==> src/rtl/ppm_pkg.sv <==
package ppm_pkg;

    // Isolation state of the port
    typedef enum logic {
        ST_LINKED   = 1'b0,
        ST_ISOLATED = 1'b1
    } ppm_state_e;

    // Reasons that may isolate the port in a given cycle
    typedef struct packed {
        logic by_count;
        logic by_length;
    } ppm_trig_t;

endpackage

==> src/rtl/ppm_run_timer.sv <==
// Counts consecutive cycles with level_i high, saturating at MAX.
module ppm_run_timer #(
    parameter int unsigned MAX = 512,
    localparam int unsigned W  = $clog2(MAX + 1)
) (
    input  logic         clk,
    input  logic         rst_n,
    input  logic         level_i,
    output logic [W-1:0] run_o,
    output logic         full_o
);

    typedef struct packed {
        logic [W-1:0] run;
    } run_regs_t;

    run_regs_t r_d, r_q;

    always_comb begin
        r_d = r_q;
        if (!level_i) begin
            r_d.run = '0;
        end else if (r_q.run != W'(MAX)) begin
            r_d.run = r_q.run + 1'b1;
        end
    end

    always_ff @(posedge clk or negedge rst_n) begin
        if (!rst_n) begin
            r_q <= '0;
        end else begin
            r_q <= r_d;
        end
    end

    assign run_o  = r_q.run;
    assign full_o = (r_q.run == W'(MAX));

endmodule

==> src/rtl/ppm_event_counter.sv <==
// Saturating event counter with synchronous clear (clear wins).
module ppm_event_counter #(
    parameter int unsigned LIMIT = 32,
    localparam int unsigned W    = $clog2(LIMIT + 1)
) (
    input  logic         clk,
    input  logic         rst_n,
    input  logic         inc_i,
    input  logic         clr_i,
    output logic [W-1:0] cnt_o,
    output logic         hit_o
);

    typedef struct packed {
        logic [W-1:0] cnt;
    } cnt_regs_t;

    cnt_regs_t r_d, r_q;

    always_comb begin
        r_d = r_q;
        if (clr_i) begin
            r_d.cnt = '0;
        end else if (inc_i && (r_q.cnt != W'(LIMIT))) begin
            r_d.cnt = r_q.cnt + 1'b1;
        end
    end

    always_ff @(posedge clk or negedge rst_n) begin
        if (!rst_n) begin
            r_q <= '0;
        end else begin
            r_q <= r_d;
        end
    end

    assign cnt_o = r_q.cnt;
    assign hit_o = (r_q.cnt == W'(LIMIT));

endmodule

==> src/rtl/ppm_port_partition.sv <==
module ppm_port_partition
    import ppm_pkg::*;
#(
    parameter int unsigned CNT_LIMIT = 32,
    parameter int unsigned LONG_LEN  = 512,
    parameter int unsigned CLEAN_LEN = 128
) (
    input  logic clk,
    input  logic rst_n,
    input  logic col_i,
    input  logic crs_i,
    input  logic tx_act_i,
    input  logic part_dis_i,
    output logic rx_en_o,
    output logic partitioned_o
);

    localparam int unsigned CNT_W  = $clog2(CNT_LIMIT + 1);
    localparam int unsigned LONG_W = $clog2(LONG_LEN + 1);
    localparam int unsigned TX_W   = $clog2(CLEAN_LEN + 1);

    typedef struct packed {
        ppm_state_e state;
        logic       col_prev;
        logic       tx_dirty;
    } top_regs_t;

    top_regs_t r_d, r_q;

    logic [CNT_W-1:0]  col_cnt;
    logic [LONG_W-1:0] col_run;
    logic [TX_W-1:0]   tx_run;
    logic              cnt_hit;
    logic              col_long;
    logic              tx_long;
    logic              col_onset;
    logic              clean_end;
    ppm_trig_t         trig;

    // Consecutive-collision counter
    ppm_event_counter #(.LIMIT(CNT_LIMIT)) u_col_cnt (
        .clk   (clk),
        .rst_n (rst_n),
        .inc_i (col_onset),
        .clr_i (clean_end),
        .cnt_o (col_cnt),
        .hit_o (cnt_hit)
    );

    // Length of the current collision
    ppm_run_timer #(.MAX(LONG_LEN)) u_col_run (
        .clk     (clk),
        .rst_n   (rst_n),
        .level_i (col_i),
        .run_o   (col_run),
        .full_o  (col_long)
    );

    // Length of the current transmission to the port
    ppm_run_timer #(.MAX(CLEAN_LEN)) u_tx_run (
        .clk     (clk),
        .rst_n   (rst_n),
        .level_i (tx_act_i),
        .run_o   (tx_run),
        .full_o  (tx_long)
    );

    assign col_onset = col_i && !r_q.col_prev;
    assign clean_end = !tx_act_i && tx_long && !r_q.tx_dirty;

    always_comb begin
        r_d            = r_q;
        r_d.col_prev   = col_i;
        r_d.tx_dirty   = tx_act_i ? (r_q.tx_dirty | col_i) : 1'b0;
        trig.by_count  = cnt_hit;
        trig.by_length = col_long;

        case (r_q.state)
            ST_LINKED: begin
                if (!clean_end && (|trig) && !part_dis_i) begin
                    r_d.state = ST_ISOLATED;
                end
            end
            ST_ISOLATED: begin
                if (clean_end) begin
                    r_d.state = ST_LINKED;
                end
            end
            default: r_d.state = ST_LINKED;
        endcase
    end

    always_ff @(posedge clk or negedge rst_n) begin
        if (!rst_n) begin
            r_q <= '{state: ST_LINKED, col_prev: 1'b0, tx_dirty: 1'b0};
        end else begin
            r_q <= r_d;
        end
    end

    assign partitioned_o = (r_q.state == ST_ISOLATED);
    assign rx_en_o       = crs_i && (r_q.state == ST_LINKED);

    // Counter values are observed only through their limit flags here
    logic unused_vals;
    assign unused_vals = ^{col_cnt, col_run, tx_run};

endmodule

==> config.mk <==
export PLATFORM = sky130hd
export DESIGN_NAME = ppm_port_partition
export DESIGN_NICKNAME = d
export VERILOG_FILES = /design/src/rtl/ppm_pkg.sv /design/src/rtl/ppm_run_timer.sv /design/src/rtl/ppm_event_counter.sv /design/src/rtl/ppm_port_partition.sv
export SDC_FILE = /design/constraint.sdc
export NUM_CORES = 1
export LEC_CHECK = 0
export BUFFER_PORTS_ARGS = -buffer_cell sky130_fd_sc_hd__buf_2
export CORE_ASPECT_RATIO = 0.75
export CORE_MARGIN = 2
export CORE_UTILIZATION = 55
export DETAILED_ROUTE_END_ITERATION = 10
export MAX_ROUTING_LAYER = met4
export PLACE_DENSITY = 0.73
export REMOVE_ABC_BUFFERS = 1
export SYNTH_ARGS = -nofsm -noshare
export SYNTH_HDL_FRONTEND = slang
export SYNTH_HIERARCHICAL = 1
export SYNTH_SLANG_ARGS = --single-unit
==> constraint.sdc <==
create_clock -name clk -period 5 [get_ports clk]
set_input_delay 0.25 -clock clk [delete_from_list [all_inputs] [get_ports clk]]
set_output_delay 0.25 -clock clk [all_outputs]
set_load 0.02 [all_outputs]
==> results.py <==
metrics = {
    "grt": {
        "grt_start_max_net_pins": 28,
        "overflow": 0,
        "antenna_violations_before_repair": 0,
        "grt_pass1_vias": 1064,
        "grt_pass1_wl_mm": 4.73,
        "grt.total_usage": 0.198,
    },
    "timing": {
        "maxSlewViolCount": 0,
        "relSlewSlack": 0.548,
        "setup_viol_count_final": 0,
        "period_utilization_post_route": 0.527,
        "least_setup_slack_across_all_paths_after_layout_ps": 2370,
        "clock-skew-final_ps": 1.72,
        "unrepaired_setup_endpoints_after_global_routing": "false",
        "max_freq_ghz": 0.380,
        "finalWorstPathRequiredPeriod_ps": 2630,
        "tightest_slew_ps": 675,
        "total_neg_setup_slack_ps": 0,
        "timing.final.hold_violations": 0,
    },
    "synthesis": {
        "synthesis.instances": 153,
        "ys.warnings.count": 6,
        "synth-async-reset-ratio": 1.00,
        "synth.yosys.seq_area_share": 0.450,
        "post_synth_instance_area_um2": 1500,
        "most_common_flop_cell_mapped_by_yosys": "sky130_fd_sc_hd__dfrtp_1",
        "ys_seq_elements": 27,
        "synthTopCellsByArea": "sky130_fd_sc_hd__dfrtp_1 45%, sky130_fd_sc_hd__ha_1 5.0%, sky130_fd_sc_hd__nand3_1 4.3%, sky130_fd_sc_hd__nand2_1 4.3%, sky130_fd_sc_hd__mux2i_1 4.0%",
        "post_synth_num_cell_types": 43,
        "post_synth.cell_area_avg_um2": 9.81,
        "synthDominantCellAreaShare": 0.450,
        "synth_enable_flop_cells": 0,
        "yosys.area.top_type": "sky130_fd_sc_hd__dfrtp_1",
    },
    "route": {
        "first_pass_iters": 4,
        "route.antenna.remaining_nets": 0,
        "detail_route.vias_per_cell": 5.68,
        "route.detailed.drc": 0,
        "dr_total_vias": 1118,
        "drt_iter0_markers": 57,
        "finalWirelength_mm": 2.64,
        "drt-wirelength-per-cell_um": 13.4,
    },
    "setup_path": {
        "worst-path-max-fanout": 12,
        "critPathLaunchType": "register",
        "timing.critical_path.arrival_ps": 2840,
        "setup.worst_path.end_class": "register",
        "crit_type": "register to register",
        "worstPathRequired_ps": 5210,
    },
    "run": {
        "timing.max_cap.violations": 0,
    },
    "placed_design": {
        "globalplace.congestion": 0.789,
        "place.port_buffers": 7,
        "postPlaceCellArea_um2": 1560,
        "post-place-ws_ps": 2380,
        "dp.final_hpwl_mm": 1.95,
    },
    "floorplan": {
        "dieWidth_um": 64.3,
        "floorplan.die_area_um2": 3170,
        "rows": 16,
        "design.core.area_um2": 2600,
        "vertical_extent_of_the_die_um": 49.2,
        "floorplan.io_pins": 8,
        "floorplan.initialDensity": 0.576,
    },
    "hold_path": {
        "holdCritPathClass": "input port to register",
    },
    "run_status": {
        "outcome": "finished clean",
    },
    "clocking": {
        "clk_path_buf_depth": 2,
        "tritoncts_num_sinks": 27,
        "root_buffer": "sky130_fd_sc_hd__clkbuf_4",
        "number_of_setup_buffers_added_after_cts": 0,
        "worst_setup_hold_path_clk_slew_ps": 140,
        "clkLatencyLatePin_ps": 320,
        "cts_htree_levels": 1,
        "cts_inserted_buffers": 3,
        "tritoncts_clock_tree": "done",
    },
    "power": {
        "combinationalPowerShare": 0.219,
        "power.clock.fraction": 0.191,
        "power.share.sequential": 0.591,
        "cellLeakagePower_nw": 0.697,
        "power.net_switching_mw": 0.157,
        "swShare": 0.324,
        "power_density_nw_per_um2": 303,
        "power.total_mw": 0.484,
        "internal-power_mw": 0.327,
        "max-vdd-ir-drop_v": 0.000187,
    },
    "finish": {
        "post_layout_net_count": 174,
        "fillCellCount": 225,
        "diodes": 0,
        "layout.cell_area.non_filler_um2": 1600,
        "layout-drive-gt1-share": 0.112,
        "area_growth_from_synthesis_to_final_layout_pct": 6.59,
        "final_core_utilization": 0.614,
    },
}
worst paths after layout:
| check | startpoint | end | slack, ps | cells after the start |
|---|---|---|---|---|
| max | u_tx_run/run_o[5] | u_col_cnt/cnt_o[1] | 2370 | 5 |
| min | col_i | r_q[1] | 120 | 1 |
| max reg2reg | u_tx_run/run_o[5] | u_col_cnt/cnt_o[1] | 2370 | 5 |
| min reg2reg | r_q[0] | r_q[0] | 540 | 1 |
| max in group asynchronous | rst_n | u_col_run/run_o[5] | 4170 | 2 |
| min in group asynchronous | rst_n | u_col_run/run_o[9] | 440 | 2 |
kinds of logic after synthesis:
| group | Yosys count | synth area share |
|---|---|---|
| AND/OR/NAND/NOR | 71 | 0.291 |
| flip-flops | 27 | 0.450 |
| AO/OA/AOI/OAI | 22 | 0.0901 |
| buffers and inverters | 14 | 0.0375 |
| XOR/XNOR | 7 | 0.0409 |
| multiplexers | 6 | 0.0400 |
| adder cells (fa/ha/maj) | 6 | 0.0500 |
what timing repair did:
| action | CTS | global route |
|---|---|---|
| hold buffers | 1 | 0 |
| endpoints found under the hold margin | 27 | 0 |
| resized for setup | 0 | 0 |
power by group through the flow:
stage / logic, mW / registers, mW / clock network (mW)
2_1_floorplan: 0.0806 / 0.281 / 0
3_3_place_gp: 0.101 / 0.289 / 0
5_1_grt: 0.124 / 0.293 / 0.109
4_1_cts: 0.105 / 0.286 / 0.0991
3_5_place_dp: 0.105 / 0.290 / 0
6_report: 0.106 / 0.286 / 0.0924
stage by stage:
| stage | hold slack [ps] | std cells |
|---|---|---|
| finish | 120 | 197 |
| detailed placement | 290 | 192 |
| floorplan | -45.6 | 149 |
| global placement | 289 | 192 |
| CTS | 102 | 197 |
| global route | 96.8 | 197 |
area by class of cell:
class                      count  area (µm²)  share of cell area
inverter                      10        37.5              0.0235
clock inverter                 1        5.00             0.00313
sequential                    27         676               0.423
multi-input combinational    112         768               0.480
clock buffer                   3        22.5              0.0141
tap                           36        45.0              0.0282
timing repair buffer           8        45.0              0.0282
cells in the mapped netlist (2+ instances only):
cell                       instances
sky130_fd_sc_hd__a211oi_1          2
sky130_fd_sc_hd__a21oi_1           6
sky130_fd_sc_hd__and2_1            2
sky130_fd_sc_hd__buf_2             3
sky130_fd_sc_hd__dfrtp_1          27
sky130_fd_sc_hd__ha_1              6
sky130_fd_sc_hd__inv_1            10
sky130_fd_sc_hd__mux2i_1           6
sky130_fd_sc_hd__nand2_1          17
sky130_fd_sc_hd__nand2b_1          3
sky130_fd_sc_hd__nand3_1          13
sky130_fd_sc_hd__nand4_1           3
sky130_fd_sc_hd__nor2_1            5
sky130_fd_sc_hd__nor2b_1           3
sky130_fd_sc_hd__nor3_1            3
sky130_fd_sc_hd__o21ai_0           6
sky130_fd_sc_hd__or3_1             5
sky130_fd_sc_hd__or3_2             2
sky130_fd_sc_hd__or4_1             2
sky130_fd_sc_hd__xnor2_1           3
sky130_fd_sc_hd__xor2_1            4
cells in the final DEF (no fill, tap or decap), drive strengths merged, types with 4 or more instances in the layout:
cell,synthesis,layout
o21ai,6,6
buf,3,7
nor2,5,5
or3,8,8
inv,10,10
nand3,13,13
mux2i,6,6
nand2,17,17
ha,6,6
xor2,4,4
a21oi,6,6
dfrtp,27,27
nand4,4,4
state kept, by name, indices dropped and copies added, names as in the netlist:
signal and cells:
u_tx_run/run_o 8, partitioned_o 1, r_q 2, u_col_cnt/cnt_o 6, u_col_run/run_o 10
worst max-delay path, cell delays in order, from the launching register on:
cell and delay [ps]:
sky130_fd_sc_hd__dfrtp_1 450, sky130_fd_sc_hd__or3_4 410, sky130_fd_sc_hd__nor4_4 280, sky130_fd_sc_hd__nor3b_2 640, sky130_fd_sc_hd__and4b_1 280, sky130_fd_sc_hd__or4_1 470
routing by layer:
layer,share of wire,global-route usage,vias to the layer above
li1,-,-,560
met1,0.50,0.267,541
met2,0.46,0.302,15
met3,0.033,0.0508,2
met4,0.0015,0.0461,0
met5,0,-,-
No activity file was read; power rests on OpenSTA's default activity.
